$ cat src/rtl/pt_walker.sv
module pt_walker (
  input  logic        clk,
  input  logic        rst_n,
  input  logic [31:0] ttb,
  input  logic        req_valid,
  output logic        req_ready,
  input  logic [31:0] req_va,
  output logic        mem_rd_req,
  output logic [31:0] mem_rd_addr,
  input  logic        mem_rd_valid,
  input  logic [31:0] mem_rd_data,
  output logic        done,
  output logic        fault,
  output logic [31:0] pa,
  output logic [1:0]  kind,
  output logic [1:0]  cb,
  output logic [3:0]  domain,
  output logic [1:0]  ap
);

  typedef enum logic [1:0] {S_IDLE, S_L1, S_L2, S_DONE} state_t;

  state_t      state;
  logic [19:0] va_q;
  logic [31:0] l1_addr_q, l2_addr_q;
  logic [3:0]  dom_l1_q;
  logic [31:0] pa_q;
  logic [1:0]  kind_q, cb_q, ap_q;
  logic [3:0]  dom_q;
  logic        fault_q;

  logic [1:0]  dtype;
  logic [1:0]  ap_large, ap_small;

  assign dtype = mem_rd_data[1:0];

  always_comb begin
    case (va_q[15:14])
      2'd0:    ap_large = mem_rd_data[5:4];
      2'd1:    ap_large = mem_rd_data[7:6];
      2'd2:    ap_large = mem_rd_data[9:8];
      default: ap_large = mem_rd_data[11:10];
    endcase
    case (va_q[11:10])
      2'd0:    ap_small = mem_rd_data[5:4];
      2'd1:    ap_small = mem_rd_data[7:6];
      2'd2:    ap_small = mem_rd_data[9:8];
      default: ap_small = mem_rd_data[11:10];
    endcase
  end

  always_ff @(posedge clk or negedge rst_n) begin
    if (!rst_n) begin
      state     <= S_IDLE;
      va_q      <= '0;
      l1_addr_q <= '0;
      l2_addr_q <= '0;
      dom_l1_q  <= '0;
      pa_q      <= '0;
      kind_q    <= '0;
      cb_q      <= '0;
      ap_q      <= '0;
      dom_q     <= '0;
      fault_q   <= 1'b0;
    end else begin
      case (state)
        S_IDLE: if (req_valid) begin
          va_q      <= req_va[19:0];
          l1_addr_q <= (ttb & 32'hFFFF_C000) | {18'd0, req_va[31:20], 2'b00};
          state     <= S_L1;
        end
        S_L1: if (mem_rd_valid) begin
          dom_l1_q <= mem_rd_data[8:5];
          case (dtype)
            2'd0: begin
              fault_q <= 1'b1;
              pa_q <= '0; kind_q <= '0; cb_q <= '0; ap_q <= '0; dom_q <= '0;
              state <= S_DONE;
            end
            2'd2: begin
              fault_q <= 1'b0;
              pa_q    <= {mem_rd_data[31:20], va_q[19:0]};
              kind_q  <= 2'd0;
              cb_q    <= mem_rd_data[3:2];
              ap_q    <= mem_rd_data[11:10];
              dom_q   <= mem_rd_data[8:5];
              state   <= S_DONE;
            end
            2'd1: begin
              l2_addr_q <= {mem_rd_data[31:10], va_q[19:12], 2'b00};
              state     <= S_L2;
            end
            default: begin
              l2_addr_q <= {mem_rd_data[31:12], va_q[19:10], 2'b00};
              state     <= S_L2;
            end
          endcase
        end
        S_L2: if (mem_rd_valid) begin
          state <= S_DONE;
          if (dtype == 2'd0) begin
            fault_q <= 1'b1;
            pa_q <= '0; kind_q <= '0; cb_q <= '0; ap_q <= '0; dom_q <= '0;
          end else begin
            fault_q <= 1'b0;
            kind_q  <= dtype;
            cb_q    <= mem_rd_data[3:2];
            dom_q   <= dom_l1_q;
            case (dtype)
              2'd1: begin
                pa_q <= {mem_rd_data[31:16], va_q[15:0]};
                ap_q <= ap_large;
              end
              2'd2: begin
                pa_q <= {mem_rd_data[31:12], va_q[11:0]};
                ap_q <= ap_small;
              end
              default: begin
                pa_q <= {mem_rd_data[31:10], va_q[9:0]};
                ap_q <= mem_rd_data[5:4];
              end
            endcase
          end
        end
        default: state <= S_IDLE;
      endcase
    end
  end

  assign req_ready   = (state == S_IDLE);
  assign mem_rd_req  = (state == S_L1) || (state == S_L2);
  assign mem_rd_addr = (state == S_L2) ? l2_addr_q : l1_addr_q;
  assign done        = (state == S_DONE);
  assign fault       = fault_q;
  assign pa          = pa_q;
  assign kind        = kind_q;
  assign cb          = cb_q;
  assign domain      = dom_q;
  assign ap          = ap_q;

endmodule

$ cat config.mk
export PLATFORM = sky130hd
export DESIGN_NAME = pt_walker
export DESIGN_NICKNAME = d
export VERILOG_FILES = /design/src/rtl/pt_walker.sv
export SDC_FILE = /design/constraint.sdc
export NUM_CORES = 1
export LEC_CHECK = 0
export BUFFER_PORTS_ARGS = -buffer_cell sky130_fd_sc_hd__buf_2
export CELL_PAD_IN_SITES_DETAIL_PLACEMENT = 1
export CELL_PAD_IN_SITES_GLOBAL_PLACEMENT = 1
export CORE_UTILIZATION = 45
export CTS_BUF_LIST = sky130_fd_sc_hd__clkbuf_8
export DETAILED_ROUTE_END_ITERATION = 8
export PLACE_DENSITY_LB_ADDON = 0.1
export SLEW_MARGIN = 20
export SYNTH_ARGS = -nofsm -noshare
export SYNTH_HDL_FRONTEND = slang
export SYNTH_SLANG_ARGS = --single-unit
$ cat constraint.sdc
create_clock -name clk -period 4.7 [get_ports clk]
set_input_delay 0.705 -clock clk [delete_from_list [all_inputs] [get_ports clk]]
set_output_delay 0.705 -clock clk [all_outputs]
set_load 0.01 [all_outputs]
==> flow_metrics.env <==
export IMPL_cts_htree_levels=4
export IMPL_tns_ns=0
export IMPL_synth_xor_area_share_pct=0
export IMPL_dpl_cell_area_um2=6690
export IMPL_per_cell_routed_wire_length_um=19.2
export IMPL_tritoncts_num_sinks=129
export IMPL_multiInputGateArea_um2=2380
export IMPL_max_freq_ghz=0.321
export IMPL_ioPinCount=178
export IMPL_num_vias=4120
export IMPL_top_cell_type_s_share_of_synthesized_area_pct=56.0
export IMPL_ir_drop_mv=0.348
export IMPL_hold_buffers=0
export IMPL_wl_mm=14.7
export IMPL_post_synth_and_or_nand_nor_area_fraction_pct=3.75
export IMPL_synth_fa_ha_area_share_pct=1.52
export IMPL_comb_power_share_pct=42.6
export IMPL_final_setup_skew_ns=0.0125
export IMPL_grt_setup_unrepaired="false"
export IMPL_yosys_most_used_dff="sky130_fd_sc_hd__dfrtp_1"
export IMPL_start_util_pct=47.0
export IMPL_syn_instance_count=425
export IMPL_cts_buffers_inserted=17
export IMPL_setup_reg_to_reg_worst_slack_ns=1.95
export IMPL_syn2layout_area_growth_pct=23.0
export IMPL_share_of_layout_cells_above_drive_strength_1_pct=52.6
export IMPL_finalSetupViolations=0
export IMPL_floorplan_rows=40
export IMPL_synth_mux_area_share_pct=25.3
export IMPL_stdcell_area_um2=7090
export IMPL_synth_cell_area_um2=5770
export IMPL_layout_nets=690
export IMPL_path_class="register to primary output"
export IMPL_diodes=0
export IMPL_netlist_top_cell_by_area="sky130_fd_sc_hd__dfrtp_1"
export IMPL_tritoncts="built"
export IMPL_grt_first_pass_wirelength_mm=23.6
export IMPL_dp_hpwl_mm=10.1
export IMPL_fin_total_pwr_w=0.00499
export IMPL_area_sequential_um2=3230
export IMPL_maxCapViolations=0
export IMPL_ys_seq_area_share_pct=56.0
export IMPL_global_route_usage_total_pct=24.0
export IMPL_timing_critical_path_arrival_ns=2.41
export IMPL_core_region_area_um2=12300
export IMPL_drt_vias_per_instance=5.40
export IMPL_p_sw_share_pct=35.6
export IMPL_detailed_router_iteration_count_before_antenna_repair=6
export IMPL_max_clock_path_buffers=2
export IMPL_fillCellCount=1288
export IMPL_synth_compound_area_share_pct=10.4
export IMPL_ys_async_sr_fraction_pct=100
export IMPL_cp_end_kind="primary output"
export IMPL_clock_latency_ns=0.43
export IMPL_library_cells_used_by_synthesis=36
export IMPL_final_cells=763
export IMPL_yosys_register_bits=129
export IMPL_path_clk_slew_ns=0.07
export IMPL_cp_start_kind="register"
export IMPL_synth_top_cells_by_count="129 x sky130_fd_sc_hd__dfrtp_1, 113 x sky130_fd_sc_hd__mux2_2, 30 x sky130_fd_sc_hd__a22o_1"
export IMPL_routabilityCongestion=0.801
export IMPL_internal_power_w=0.00321
export IMPL_drtAntennaViolNets=0
export IMPL_ys_top_cells_by_area="sky130_fd_sc_hd__dfrtp_1 56%, sky130_fd_sc_hd__mux2_2 22%, sky130_fd_sc_hd__a22o_1 4.6%"
export IMPL_grt_antenna_before_repair=0
export IMPL_hold_viol=0
export IMPL_required_ns=3.99
export IMPL_grt_max_degree=96
export IMPL_outcome="finished clean"
export IMPL_p_clk_share_pct=18.9
export IMPL_mean_cell_area_of_the_mapped_netlist_um2=13.6
export IMPL_synth_top_family_by_area="multiplexers"
export IMPL_period_minus_slack_ns=3.11
export IMPL_yosys_cell_count_top_type="sky130_fd_sc_hd__dfrtp_1"
export IMPL_drt_iter0_drc=173
export IMPL_max_slew_margin_pct=31.1
export IMPL_synth_edff_count=0
export IMPL_ys_warnings_count=0
export IMPL_worst_slew_pin_slew_ns=1.03
export IMPL_timing_max_transition_violations_final=0
export IMPL_place_detailed_instances=731
export IMPL_cts_resized_gates=0
export IMPL_postCtsSetupRepairBufs=0
export IMPL_power_density_cell_area_nw_per_um2=703
export IMPL_port_buffers=161
export IMPL_die_w_um=115
export IMPL_layout_worst_path_cycle_share_pct=66.2
export IMPL_die_area_um2=13300
export IMPL_power_leakage_nw=3.42
export IMPL_worstHoldPathType="input pin to async pin"
export IMPL_clock_tree_root_cell="sky130_fd_sc_hd__clkbuf_8"
export IMPL_seqPwrFrac_pct=38.6
export IMPL_critical_path_max_fanout=39
export IMPL_gr_total_overflow=0
export IMPL_remaining_drc_errors=0
export IMPL_grt_pass1_vias=4438
export IMPL_die_height_um=115
export IMPL_hold_worst_slack_ns=0.329
export IMPL_p_switching_w=0.00178
layout by cell type (no fill, tap or decap), drive strengths merged:
cell / synthesis / routed
mux4: 2 / 2
o31ai: 2 / 2
a211oi: 1 / 1
buf: 25 / 166
a22oi: 4 / 4
mux2: 114 / 114
clkinvlp: 0 / 1
conb: 1 / 2
mux2i: 13 / 13
bufinv: 0 / 3
nand2: 14 / 14
clkinv: 0 / 1
a21oi: 14 / 14
nand2b: 6 / 6
a31oi: 1 / 1
o21ai: 16 / 16
a32oi: 4 / 4
nor3b: 1 / 1
dfrtp: 129 / 129
o221ai: 4 / 4
or3: 1 / 1
o22ai: 2 / 2
o2111ai: 2 / 2
a22o: 30 / 30
inv: 7 / 14
a21o: 1 / 1
nor2: 16 / 16
clkbuf: 3 / 19
nor2b: 1 / 1
o22a: 1 / 1
ha: 7 / 7
and2b: 1 / 1
nor3: 2 / 2
cell families (layout without fill, tap and decap cells):
| family | count (synthesis) | count (layout) |
|---|---|---|
| muxes | 129 | 129 |
| buffers and inverters | 35 | 204 |
| and+or+nand+nor | 42 | 42 |
| DFF | 129 | 129 |
| other | 1 | 2 |
| AOI/OAI and AO/OA | 82 | 82 |
| adders and majority gates | 7 | 7 |
layout make-up:
class,instances,area share [%]
Clock buffer,19,3.69
Timing Repair Buffer,166,12.1
Multi-Input combinational cell,262,33.6
Tap cell,168,2.96
Sequential cell,129,45.5
Inverter,7,0.370
Clock inverter,12,1.82
power groups by stage:
stage / combinational (W) / clock (W) / sequential (W)
after floorplan: 0.00149 / 0 / 0.00186
after global placement: 0.00207 / 0 / 0.00190
after detailed placement: 0.00213 / 0 / 0.00194
after CTS: 0.00214 / 0.000969 / 0.00193
after global routing: 0.00231 / 0.00102 / 0.00199
final: 0.00212 / 0.000940 / 0.00192
worst max-delay path: stages (launching register included):
cell                      delay (ns)
sky130_fd_sc_hd__dfrtp_1        0.41
sky130_fd_sc_hd__inv_1          0.10
sky130_fd_sc_hd__ha_2           0.88
sky130_fd_sc_hd__mux2_2         0.43
sky130_fd_sc_hd__buf_2          0.14
registers in the layout (all words and copies together), names as in the netlist:
signal	cells
domain	4
l2_addr_q	30
state	2
l1_addr_q	30
va_q	20
fault	1
cb	2
ap	2
kind	2
pa	32
dom_l1_q	4
final timing paths:
kind,startpoint,end,cells after the start
min,rst_n,domain[3],1
max reg2reg,state[0],cb[0],7
min in group clk,mem_rd_data[3],cb[1],2
max,state[0],mem_rd_addr[12],4
max in group asynchronous,rst_n,fault,2
min reg2reg,l2_addr_q[19],l2_addr_q[19],1
metrics by stage:
step	utilization (%)	worst slack, ns
final	57.8	1.59
after global routing	57.8	1.43
after CTS	57.7	1.54
after detailed placement	54.5	1.46
after global placement	54.5	1.53
after floorplan	-	2.57
metal layers:
layer,global-route usage [%],share of wire (%),vias to the layer above
met5,0,0,-
met2,40.4,51,132
met4,7.27,0.57,0
met1,28.8,42,2119
li1,-,-,1862
met3,8.75,6.8,7
(Power assumes the default switching activity.)
